`src/rtl/rtc_calendar_core.sv`:
```
`timescale 1ns/1ps
module rtc_calendar_core (
  input  logic       clk,
  input  logic       rst_n,
  input  logic       tick,
  input  logic       mode_bin,
  input  logic       mode_24h,
  input  logic       freeze,
  input  logic       wr_en,
  input  logic [3:0] addr,
  input  logic [7:0] wr_data,
  output logic [7:0] rd_data,
  output logic       busy,
  output logic       done,
  output logic       alarm
);

  logic [7:0] sec_q, min_q, hr_q, dow_q, date_q, mon_q, yr_q;
  logic [7:0] asec_q, amin_q, ahr_q;

  function automatic logic [6:0] dec(input logic [7:0] v, input logic bin);
    dec = bin ? v[6:0] : 7'(v[7:4]) * 7'd10 + 7'(v[3:0]);
  endfunction

  function automatic logic [7:0] enc(input logic [6:0] n, input logic bin);
    enc = bin ? {1'b0, n} : {4'(n / 7'd10), 4'(n % 7'd10)};
  endfunction

  function automatic logic hit(input logic [7:0] a, input logic [7:0] t);
    hit = (a[7:6] == 2'b11) || (a == t);
  endfunction

  logic [6:0] s, m, hv, dw, dt, mo, yr, dim;
  logic       pm;
  assign s  = dec(sec_q,  mode_bin);
  assign m  = dec(min_q,  mode_bin);
  assign hv = dec({1'b0, hr_q[6:0]}, mode_bin);
  assign pm = hr_q[7];
  assign dw = dow_q[6:0];
  assign dt = dec(date_q, mode_bin);
  assign mo = dec(mon_q,  mode_bin);
  assign yr = dec(yr_q,   mode_bin);

  logic c_s, c_m, c_h, c_d, c_mo, c_y;
  logic [7:0] h_nx;

  assign c_s = (s >= 7'd59);
  assign c_m = c_s && (m >= 7'd59);

  always_comb begin
    h_nx = hr_q;
    c_h  = 1'b0;
    if (c_m) begin
      if (mode_24h) begin
        if (hv >= 7'd23) begin
          h_nx = 8'h00;
          c_h  = 1'b1;
        end else begin
          h_nx = enc(hv + 7'd1, mode_bin);
        end
      end else if (hv >= 7'd12) begin
        h_nx = enc(7'd1, mode_bin) | {pm, 7'b0};
      end else if (hv == 7'd11) begin
        h_nx = enc(7'd12, mode_bin) | {~pm, 7'b0};
        c_h  = pm;
      end else begin
        h_nx = enc(hv + 7'd1, mode_bin) | {pm, 7'b0};
      end
    end
  end

  always_comb begin
    case (mo)
      7'd2:                       dim = (yr[1:0] == 2'b00) ? 7'd29 : 7'd28;
      7'd4, 7'd6, 7'd9, 7'd11:    dim = 7'd30;
      default:                    dim = 7'd31;
    endcase
  end

  assign c_d  = c_h  && (dt >= dim);
  assign c_mo = c_d  && (mo >= 7'd12);
  assign c_y  = c_mo && (yr >= 7'd99);

  logic [7:0] s_nx, m_nx, dw_nx, dt_nx, mo_nx, yr_nx;
  assign s_nx  = c_s  ? 8'h00 : enc(s + 7'd1, mode_bin);
  assign m_nx  = c_m  ? 8'h00 : (c_s ? enc(m + 7'd1, mode_bin) : min_q);
  assign dw_nx = c_h  ? ((dw >= 7'd7) ? 8'h01 : {1'b0, dw + 7'd1}) : dow_q;
  assign dt_nx = c_d  ? 8'h01 : (c_h ? enc(dt + 7'd1, mode_bin) : date_q);
  assign mo_nx = c_mo ? 8'h01 : (c_d ? enc(mo + 7'd1, mode_bin) : mon_q);
  assign yr_nx = c_y  ? 8'h00 : (c_mo ? enc(yr + 7'd1, mode_bin) : yr_q);

  logic match;
  assign match = hit(asec_q, s_nx) && hit(amin_q, m_nx) && hit(ahr_q, h_nx);

  always_ff @(posedge clk or negedge rst_n) begin
    if (!rst_n) begin
      busy   <= 1'b0;
      done   <= 1'b0;
      alarm  <= 1'b0;
      sec_q  <= 8'h00;
      min_q  <= 8'h00;
      hr_q   <= 8'h00;
      dow_q  <= 8'h01;
      date_q <= 8'h01;
      mon_q  <= 8'h01;
      yr_q   <= 8'h00;
      asec_q <= 8'h00;
      amin_q <= 8'h00;
      ahr_q  <= 8'h00;
    end else begin
      busy  <= tick && !freeze && !busy;
      done  <= busy;
      alarm <= busy && match;
      if (busy) begin
        sec_q  <= s_nx;
        min_q  <= m_nx;
        hr_q   <= h_nx;
        dow_q  <= dw_nx;
        date_q <= dt_nx;
        mon_q  <= mo_nx;
        yr_q   <= yr_nx;
      end else if (wr_en) begin
        case (addr)
          4'd0: sec_q  <= wr_data;
          4'd1: min_q  <= wr_data;
          4'd2: hr_q   <= wr_data;
          4'd3: dow_q  <= wr_data;
          4'd4: date_q <= wr_data;
          4'd5: mon_q  <= wr_data;
          4'd6: yr_q   <= wr_data;
          4'd7: asec_q <= wr_data;
          4'd8: amin_q <= wr_data;
          4'd9: ahr_q  <= wr_data;
          default: ;
        endcase
      end
    end
  end

  always_comb begin
    case (addr)
      4'd0: rd_data = sec_q;
      4'd1: rd_data = min_q;
      4'd2: rd_data = hr_q;
      4'd3: rd_data = dow_q;
      4'd4: rd_data = date_q;
      4'd5: rd_data = mon_q;
      4'd6: rd_data = yr_q;
      4'd7: rd_data = asec_q;
      4'd8: rd_data = amin_q;
      4'd9: rd_data = ahr_q;
      default: rd_data = 8'h00;
    endcase
  end


  busy_then_done_chk: assert property (@(posedge clk) disable iff (!rst_n)
    busy |=> (done && !busy));


  alarm_with_done_chk: assert property (@(posedge clk) disable iff (!rst_n)
    alarm |-> done);


  freeze_blocks_chk: assert property (@(posedge clk) disable iff (!rst_n)
    freeze |=> !busy);


  sec_hold_chk: assert property (@(posedge clk) disable iff (!rst_n)
    (!busy && !(wr_en && addr == 4'd0)) |=> $stable(sec_q));

endmodule

```
`config.mk`:
```
export PLATFORM = sky130hd
export DESIGN_NAME = rtc_calendar_core
export DESIGN_NICKNAME = d
export VERILOG_FILES = /design/src/rtl/rtc_calendar_core.sv
export SDC_FILE = /design/constraint.sdc
export NUM_CORES = 1
export LEC_CHECK = 0
export BUFFER_PORTS_ARGS = -buffer_cell sky130_fd_sc_hd__buf_2
export CORE_UTILIZATION = 40
export CTS_BUF_LIST = sky130_fd_sc_hd__clkbuf_16
export CTS_CLUSTER_DIAMETER = 100
export DETAILED_ROUTE_END_ITERATION = 10
export PLACE_DENSITY = 0.59
export SLEW_MARGIN = 25
export SYNTH_ARGS = -nofsm -noshare
export SYNTH_HDL_FRONTEND = slang
export SYNTH_SLANG_ARGS = --single-unit
```
`constraint.sdc`:
```
create_clock -name clk -period 5.8 [get_ports clk]
set_clock_uncertainty 0.2 [all_clocks]
set_input_delay 1.16 -clock clk [delete_from_list [all_inputs] [get_ports clk]]
set_output_delay 1.16 -clock clk [all_outputs]
set_load 0.005 [all_outputs]
```
* Word level (Yosys, flattened, before mapping)
Index checks and enable logic that the tools add are counted.
Storage, ports and cells: flip-flop bits (word level) 83, input port bits 19, output and inout port bits 11, logic and storage cells 174
Cells by class: add/sub/neg operators 13, multipliers 6, divide/modulo/power cells 12, order comparisons 8, equal/unequal tests 25, muxes and demuxes 58, bitwise operators 4, reduce and logical (&&, ||, !) cells 35
Operator list (count):
- $mux 8 | 42
- $pmux 8 s10 | 1
- $add 7x1->7 const B | 7
- $mux 7 | 7
- $add 7x4->7 | 6
- $div 7x4->7 const B | 6
- $mod 7x4->7 const B | 6
- $mul 4x3->6 const B | 5
- $eq 8x8->1 | 3
- $eq 7x4->1 const B | 3
- $reduce_and 3->1 | 7
- $eq 4x3->1 const B | 4
- $reduce_bool 2->1 | 8
- $eq 7x3->1 const B | 2
- $ge 7x4->1 const B | 2
- $ge 7x6->1 const B | 2
- $logic_and 1x1->1 | 9
- $ne 3x1->1 const B | 3
- $eq 4x2->1 const B | 2
- $eq 4x4->1 const B | 2
- $or 5x8->8 | 1
- $or 8x8->8 | 1
- $eq 7x2->1 const B | 1
- $ge 7x3->1 const B | 1
- other kinds (17) | 30

* Longest topological paths before layout
Gate-level depths: netlist (run 1).
word-level depth 15, mapped depth 24, depth with buffers taken out 23

* Worst setup path after synthesis (run 1)
No wires, ideal clock.
kind in2reg, start in mode_bin, end reg alarm, setup time 94 ps, data arrival time 5405 ps, required time 5506 ps, slack 101 ps, stages on the path 24, buffers on the path 4, cells stage by stage buf_6 -> buf_6 -> mux2_2 -> ha_1 -> clkbuf_1 -> xnor2_1 -> clkbuf_1 -> nand3_1 -> nor4_2 -> a211o_1 -> o31ai_1 -> a221oi_1 -> ha_1 -> inv_1 -> nor2_1 -> o21ai_0 -> nand3_1 -> a31o_2 -> o211a_1 -> o21ai_1 -> a31oi_2 -> xor2_1 -> o2111ai_1 -> a221oi_2
Between the ends: cells in the longest elaborated chain, start to end 13, elaborated cells between the ends (all ways) 41, those cells by class 3 x add/sub; 6 x div; 4 x order compare; 4 x eq/ne; 15 x mux; 2 x bitwise; 7 x reduce/logical
Ends and longest elaborated chain:
- start: declaration | line 6 | input logic mode_bin,
- $mux 7 | line 22 | dec = bin ? v[6:0] : 7'(v[7:4]) * 7'd10 + 7'(v[3:0]);
- $add 7x1->7 | line 59, 67
- $mod 7x4->7 / $div 7x4->7 (equally long branches) | line 26 | enc = bin ? {1'b0, n} : {4'(n / 7'd10), 4'(n % 7'd10)};
- $mux 8 | line 26
- $or 8x8->8 | line 67 | h_nx = enc(hv + 7'd1, mode_bin) | {pm, 7'b0};
- $mux 8 | line 63 | end else if (hv == 7'd11) begin
- $mux 8 | line 61 | end else if (hv >= 7'd12) begin
- $mux 8 | line 54 | if (mode_24h) begin
- $mux 8 | line 53 | if (c_m) begin
- $eq 8x8->1 | line 30 | hit = (a[7:6] == 2'b11) || (a == t);
- $logic_or 1x1->1 | line 30
- $logic_and 1x1->1 (*) | line 93 | assign match = hit(asec_q, s_nx) && hit(amin_q, m_nx) && hit(ahr_q, h_nx);
- $logic_and 1x1->1 (*) | line 113 | alarm <= busy && match;
- end signal: assignment | line 113
- end: declaration | line 15 | output logic alarm
Mark *: on every way between the ends. The rest lies on a longest branch, timed or not. A chain may end at the register's enable or synchronous reset.

* Final worst setup path (run 1)
start reg min_q[5], end reg alarm
Between the ends: cells in the longest elaborated chain, start to end 13, elaborated cells between the ends (all ways) 19, those cells by class 2 x add/sub; 1 x mul; 2 x div; 1 x order compare; 2 x eq/ne; 5 x mux; 6 x reduce/logical
Ends and longest elaborated chain:
- start: declaration | line 18 | logic [7:0] sec_q, min_q, hr_q, dow_q, date_q, mon_q, yr_q;
- start signal: assignment | line 116 | min_q <= m_nx;
- start signal: assignment | line 125 | 4'd1: min_q <= wr_data;
- $mul 4x3->6 | line 22
- $add 7x4->7 | line 22
- $mux 7 | line 22
- $add 7x1->7 | line 86 | assign m_nx = c_m ? 8'h00 : (c_s ? enc(m + 7'd1, mode_bin) : min_q);
- $mod 7x4->7 / $div 7x4->7 (equally long branches) | line 26
- $mux 8 | line 26
- $mux 8 (2 in a row) | line 86
- $eq 8x8->1 | line 30
- $logic_or 1x1->1 | line 30
- $logic_and 1x1->1 | line 93
- $logic_and 1x1->1 (*) | line 93
- $logic_and 1x1->1 (*) | line 113
Marked as above.

==> flow_metrics.tcl, run 1 <==
set metrics [dict create \
    place.gp.congestion 0.973 \
    ant_nets 0 \
    regArea_um2 2080 \
    hold_path.class "reg2reg" \
    detailroute.via_count 11772 \
    clk_pin_slew_ns 0.07 \
    ys_ff_latch 83 \
    drt_iter0_drc 975 \
    fin_setup_tns_ns 0 \
    pin_count 30 \
    hpwl_um 29000 \
    fp-row-count 62 \
    slew-limit-headroom_pct 32.8 \
    max_freq_mhz 181 \
    synth-async-reset-ratio_pct 100 \
    area_growth_pct 10.4 \
    cts_tree "done" \
    cp-start-kind "flop" \
    crit_slowest_cell "fa_1" \
    fin_nets 1602 \
    synth_area_leaders "dfrtp_1 17%, ha_1 7.2%, mux2_2 4.3%" \
    cts_max_path_buffers 2 \
    drive_above_1_share_pct 18.0 \
    path_max_fanout 10 \
    fin_crit_ns 5.53 \
    grt_max_degree 58 \
    grt_pass1_vias 11146 \
    portBuffers 29 \
    rsz0062_at_grt "false" \
    synth_ff_type "dfrtp_1" \
    wl_per_cell_um 20.2 \
    h-tree-depth 3 \
    grtUsageTotal_pct 25.2 \
    synth_top_area_share_pct 17.0 \
    drcViolationCount 0 \
    synth_edf_count 0 \
    overflow 0 \
    path_cells "ha_1 -> ha_1 -> fa_1 -> nand2_1 -> a2111o_1 -> nand3_2 -> a21boi_1 -> a211o_2 -> nor2_1 -> o32ai_2 -> ha_1 -> o21ai_0 -> a311o_1 -> a21oi_4 -> o221ai_2 -> mux2_4 -> o41a_1 -> a221oi_2" \
    multi_input_area_um2 9060 \
    status "finished clean" \
    cts_buffers 9 \
    syn_area_um2 11700 \
    cp.required_ns 5.87 \
    antenna_found_initial 2 \
    slowest_delay_ns 0.53 \
    die_y_um 173 \
    ctsHoldBuffers 0 \
    cts_sinks 83 \
    setup_viol_count_final 0 \
    syn_area_per_cell_um2 8.12 \
    maxCapViolations 0 \
    wl_um 38200 \
    yosys.area.top_type "dfrtp_1" \
    n_fill_cell 2908 \
    synthesis.nets 1544 \
    worst_slew_pin_slew_ns 1.01 \
    coreArea_um2 28800 \
    syn_inst 1446 \
    crit_arrival_ns 5.60 \
    clk_latency_ns 0.36 \
    yosysWarnings 0 \
    worstSetupPathType "reg2reg" \
    clockRootBuffer "clkbuf_16" \
    crit_top_cell "ha_1" \
    post-route-period-util_pct 95.4 \
    first_pass_iters 5 \
    start_util_pct 40.8 \
    grt_pass1_wl_um 61300 \
    yosysSeqAreaShare_pct 17.7 \
    drv_slew 0 \
    r2r_slack_ns 0.27 \
    finalHoldViolCount 0 \
    chipWidth_um 173 \
    vias_per_cell 6.22 \
    synth.distinct_cells 124 \
    die-area_um2 30100 \
    cp-end-kind "flop" \
]
## critical path, delay by kind of cell, from the launching register on
family,cells,cell delay [ns]
AO/OA/AOI/OAI,10,2.79
AND/OR/NAND/NOR,3,0.38
multiplexers,1,0.32
adder cells (fa/ha/maj),4,1.35
flip-flops,1,0.38
## routing by layer
metal	wire length [µm]	share of wire [%]	global-route usage, %
met1	18100	47	34.8
met2	17400	46	40.8
met3	1680	4.4	2.79
met4	1020	2.7	7.82
met5	9	0.024	0
## final cells by class
class	instances	area share, %
Clock buffer	9	1.74
Clock inverter	7	0.357
Tap cell	384	3.70
Antenna cell	1	0.0193
Inverter	37	1.09
Timing Repair Buffer	128	7.18
Sequential cell	83	16.1
Multi-Input combinational cell	1245	69.9
## per-stage QoR
stage,worst slack (ns),instance area (µm²),std cells,hold WS (ns),util [%]
floorplan,0.101,11700,1446,0.250,-
global placement,0.0184,12700,1877,0.298,44.0
finish,0.269,13000,1894,0.320,45.1
CTS,0.153,12900,1893,0.311,45.0
detailed placement,0.0458,12700,1877,0.297,44.0
global route,0.0286,13000,1893,0.354,45.1
## cells in the mapped netlist (12+ instances only)
cell type and count:
a211oi_1 26, a21o_1 17, a21oi_1 94, a22oi_1 18
a31oi_1 27, and2_1 18, and3_1 16, clkbuf_1 51
dfrtp_1 80, ha_1 68, inv_1 36, mux2_2 45
mux2i_1 36, nand2_1 111, nand2b_1 21, nand3_1 53
nand4_1 19, nor2_1 122, nor2b_1 17, nor3_1 43
nor4_1 16, o2111ai_1 12, o211ai_1 25, o21ai_0 84
o31ai_1 16, xnor2_1 48, xor2_1 27
## logic make-up (layout without fill, tap and decap cells)
kind of cell,after synthesis,count (layout),share of synthesized area [%]
AO/OA/AOI/OAI,489,489,30.4
flip-flops,83,83,17.7
multiplexers,91,91,8.95
AND/OR/NAND/NOR,505,505,22.2
buffers and inverters,118,181,5.31
other,0,1,0
XOR/XNOR,78,78,6.01
adder cells (fa/ha/maj),82,82,9.40
## path summary, 6_finish.rpt
check                                 end      from  depth (start not counted)
worst max-delay path                alarm  min_q[5]                         18
worst min-delay path             dow_q[7]  dow_q[7]                          2
worst max register to register      alarm  min_q[5]                         18
worst min register to register   dow_q[7]  dow_q[7]                          2
max in group asynchronous            busy     rst_n                          2
min in group asynchronous       date_q[3]     rst_n                          1
## flip-flops by register name (all words and copies together) (netlist names)
| name | flops |
|---|---|
| amin_q | 8 |
| dow_q | 8 |
| ahr_q | 8 |
| busy | 1 |
| date_q | 8 |
| hr_q | 8 |
| done | 1 |
| sec_q | 8 |
| alarm | 1 |
| asec_q | 8 |
| mon_q | 8 |
| yr_q | 8 |
| min_q | 8 |
## cells in the final DEF, fill, tap and decap left out, types with 17 or more instances in the layout
| cell | instances |
|---|---|
| ha_1 | 68 |
| nand4_1 | 19 |
| xor2_1 | 27 |
| a31oi_1 | 26 |
| and2_1 | 18 |
| nand3_1 | 53 |
| nand2b_1 | 21 |
| o211ai_1 | 25 |
| o21ai_0 | 84 |
| a21o_1 | 17 |
| nor2_1 | 120 |
| a21oi_1 | 94 |
| buf_2 | 27 |
| nor2b_1 | 17 |
| nor3_1 | 43 |
| a211oi_1 | 26 |
| nand2_1 | 111 |
| dfrtp_1 | 79 |
| mux2i_1 | 36 |
| xnor2_1 | 48 |
| mux2_2 | 45 |
| a22oi_1 | 18 |
| inv_1 | 37 |
| buf_4 | 98 |
## what timing repair did
item	4_1_cts	5_1_grt
buffers inserted	0	0
hold endpoints to repair	0	0
gates resized for setup	0	5
endpoints found under the setup margin	0	4
Power of run 1 is left out: the tool's default activity adds up to more than one toggle a clock period on the data nets, which glitch-free logic cannot reach.
==> run 2: changes to the inputs <==
--- a/config.mk
+++ b/config.mk
@@ -5,6 +5,7 @@
 export SDC_FILE = /design/constraint.sdc
 export NUM_CORES = 1
 export LEC_CHECK = 0
+export ABC_AREA = 1
 export BUFFER_PORTS_ARGS = -buffer_cell sky130_fd_sc_hd__buf_2
 export CORE_UTILIZATION = 40
 export CTS_BUF_LIST = sky130_fd_sc_hd__clkbuf_16
==> run 2 against run 1 <==
Cell area is 19% lower; via count shrank 17%; die area fell by 17%; cell count fell by 2.4%; utilization down 0.87 points; critical path type unchanged.
==> flow_metrics.tcl, run 2 <==
set metrics [dict create \
    maxCapViolations 0 \
    fin_crit_ns 4.88 \
    synth-async-reset-ratio_pct 100 \
    h-tree-depth 3 \
    syn_inst 1499 \
    fin_nets 1620 \
    rsz0062_at_grt "false" \
    antennaDiodeCount 0 \
    cts_tree "done" \
    synth-compound-area-share_pct 15.9 \
    cp.required_ns 5.89 \
    ys_ff_latch 83 \
    r2r-start "sec_q[5]" \
    yosys.area.top_type "dfrtp_1" \
    grt_pass1_vias 8863 \
    post-route-period-util_pct 84.2 \
    ant_nets 0 \
    finalHoldViolCount 0 \
    post_cts_buffers 0 \
    synthesis.nets 1595 \
    syn_area_um2 9760 \
    grt_pass1_wl_um 46700 \
    grt_max_degree 48 \
    drcViolationCount 0 \
    synth_fa_ha_area_share_pct 10.7 \
    max_freq_mhz 205 \
    hold_path.class "reg2reg" \
    slew-limit-headroom_pct 36.3 \
    place.gp.congestion 0.945 \
    first_pass_iters 5 \
    coreArea_um2 23700 \
    yosysWarnings 0 \
    synth_ff_type "dfrtp_1" \
    cts_buffers 9 \
    portBuffers 29 \
    crit_arrival_ns 4.97 \
    worst_slack_ns 0.919 \
    synth.mux.area_fraction_pct 0 \
    synth_top_family_by_area "simple AND/OR/NAND/NOR gates" \
    crit_top_cell "nand2_1" \
    die_y_um 158 \
    start_util_pct 41.2 \
    final_common_cell "nand2_1" \
    pin_count 30 \
    cts_sinks 83 \
    clk_pin_slew_ns 0.06 \
    drv_slew 0 \
    preCtsSetupSlack_ns 0.561 \
    detailroute.via_count 9731 \
    min_from "asec_q[0]" \
    drt_iter0_drc 744 \
    synthMostInstantiatedCell "nand2_1" \
    final_cell_mix "432 x nand2_1, 209 x inv_1, 124 x nor2_1" \
    synth_simple_gate_area_share_pct 36.6 \
    yosysSeqAreaShare_pct 21.3 \
    wl_um 29000 \
    ctsResizeCount 0 \
    clockRootBuffer "clkbuf_16" \
    synth_commonest_cells "432 x nand2_1, 205 x inv_1, 124 x nor2_1" \
    synth_area_leaders "dfrtp_1 21%, nand2_1 17%, ha_1 8.5%" \
    setup_viol_count_final 0 \
    area_growth_pct 7.26 \
    cp-end-kind "flop" \
    synth.distinct_cells 61 \
    worstSetupPathType "reg2reg" \
    grtUsageTotal_pct 24.2 \
    status "finished clean" \
    synth_xor_xnor_area_share_pct 4.19 \
    syn_area_per_cell_um2 6.51 \
    clk_latency_ns 0.36 \
    fin_setup_tns_ns 0 \
    cts_max_path_buffers 2 \
    antenna_found_initial 0 \
    synth_top_area_share_pct 20.5 \
    synth_edf_count 0 \
    setup.worst_path.start "sec_q[5]" \
    vias_per_cell 5.27 \
    worst_slew_pin_slew_ns 0.950 \
    slowest_delay_ns 0.53 \
    crit_slowest_cell "fa_1" \
    ctsHoldBuffers 0 \
    chipWidth_um 158 \
    path_max_fanout 6 \
    wl_per_cell_um 15.7 \
    die-area_um2 25000 \
    overflow 0 \
    cp-start-kind "flop" \
    fp-row-count 56 \
    fin_util_pct 44.2 \
    drive_above_1_share_pct 12.0 \
    hpwl_um 23100 \
]
## run 2: cell types whose count changed in the layout (fill, tap and decap cells not counted), moves of 39 or more
cell / delta
buf_4: -84
xnor2_1: -39
a21oi_1: -51
nand2_1: +321
inv_1: +172
mux2_2: -45
nand3_1: +62
## run 2: through the flow
step | hold slack [ns] | cells | instance area, µm²
6_report | 0.289 | 1848 | 10500
5_1_grt | 0.330 | 1848 | 10500
4_1_cts | 0.291 | 1848 | 10500
3_5_place_dp | 0.277 | 1832 | 10200
3_3_place_gp | 0.273 | 1832 | 10200
2_1_floorplan | 0.253 | 1499 | 9760
## run 2: kinds of logic (layout without fill, tap and decap cells)
logic type | after synthesis | count (layout)
simple gates | 792 | 792
buf+inv | 267 | 297
xor+xnor | 42 | 42
flops | 83 | 83
compound gates | 238 | 238
fa+ha+maj | 77 | 77
## run 2: worst paths after layout
check                            end  cells after the start  slack [ns]
max                            alarm                     38        0.92
max in group asynchronous  amin_q[2]                      2        3.81
min                        asec_q[0]                      2        0.29
max reg2reg                    alarm                     38        0.92
min in group asynchronous  date_q[1]                      1        0.58
min reg2reg                asec_q[0]                      2        0.29
## run 2: final cells by class
type | count | area [µm²]
fill | 2593 | 13200
inverter | 239 | 903
timing repair buffer | 42 | 245
multi-input combinational | 1149 | 6580
sequential | 83 | 2080
tap | 319 | 399
clock inverter | 7 | 31.3
clock buffer | 9 | 225
## run 2: critical path, delay by kind of cell, from the launching register on
kind,cells,cell delay (ns)
DFF,1,0.48
adders and majority gates,4,1.25
AOI/OAI and AO/OA,1,0.13
buffers and inverters,4,0.26
and+or+nand+nor,29,2.49
## run 2: routing by layer
metal	part of all wire [%]	GRT usage [%]	vias up
li1	-	-	4954
met1	48	34.8	4457
met2	43	37.2	281
met3	6.6	3.67	39
met4	2.1	6.96	0
met5	0	0	-
Power of run 2 is left out for the same reason.
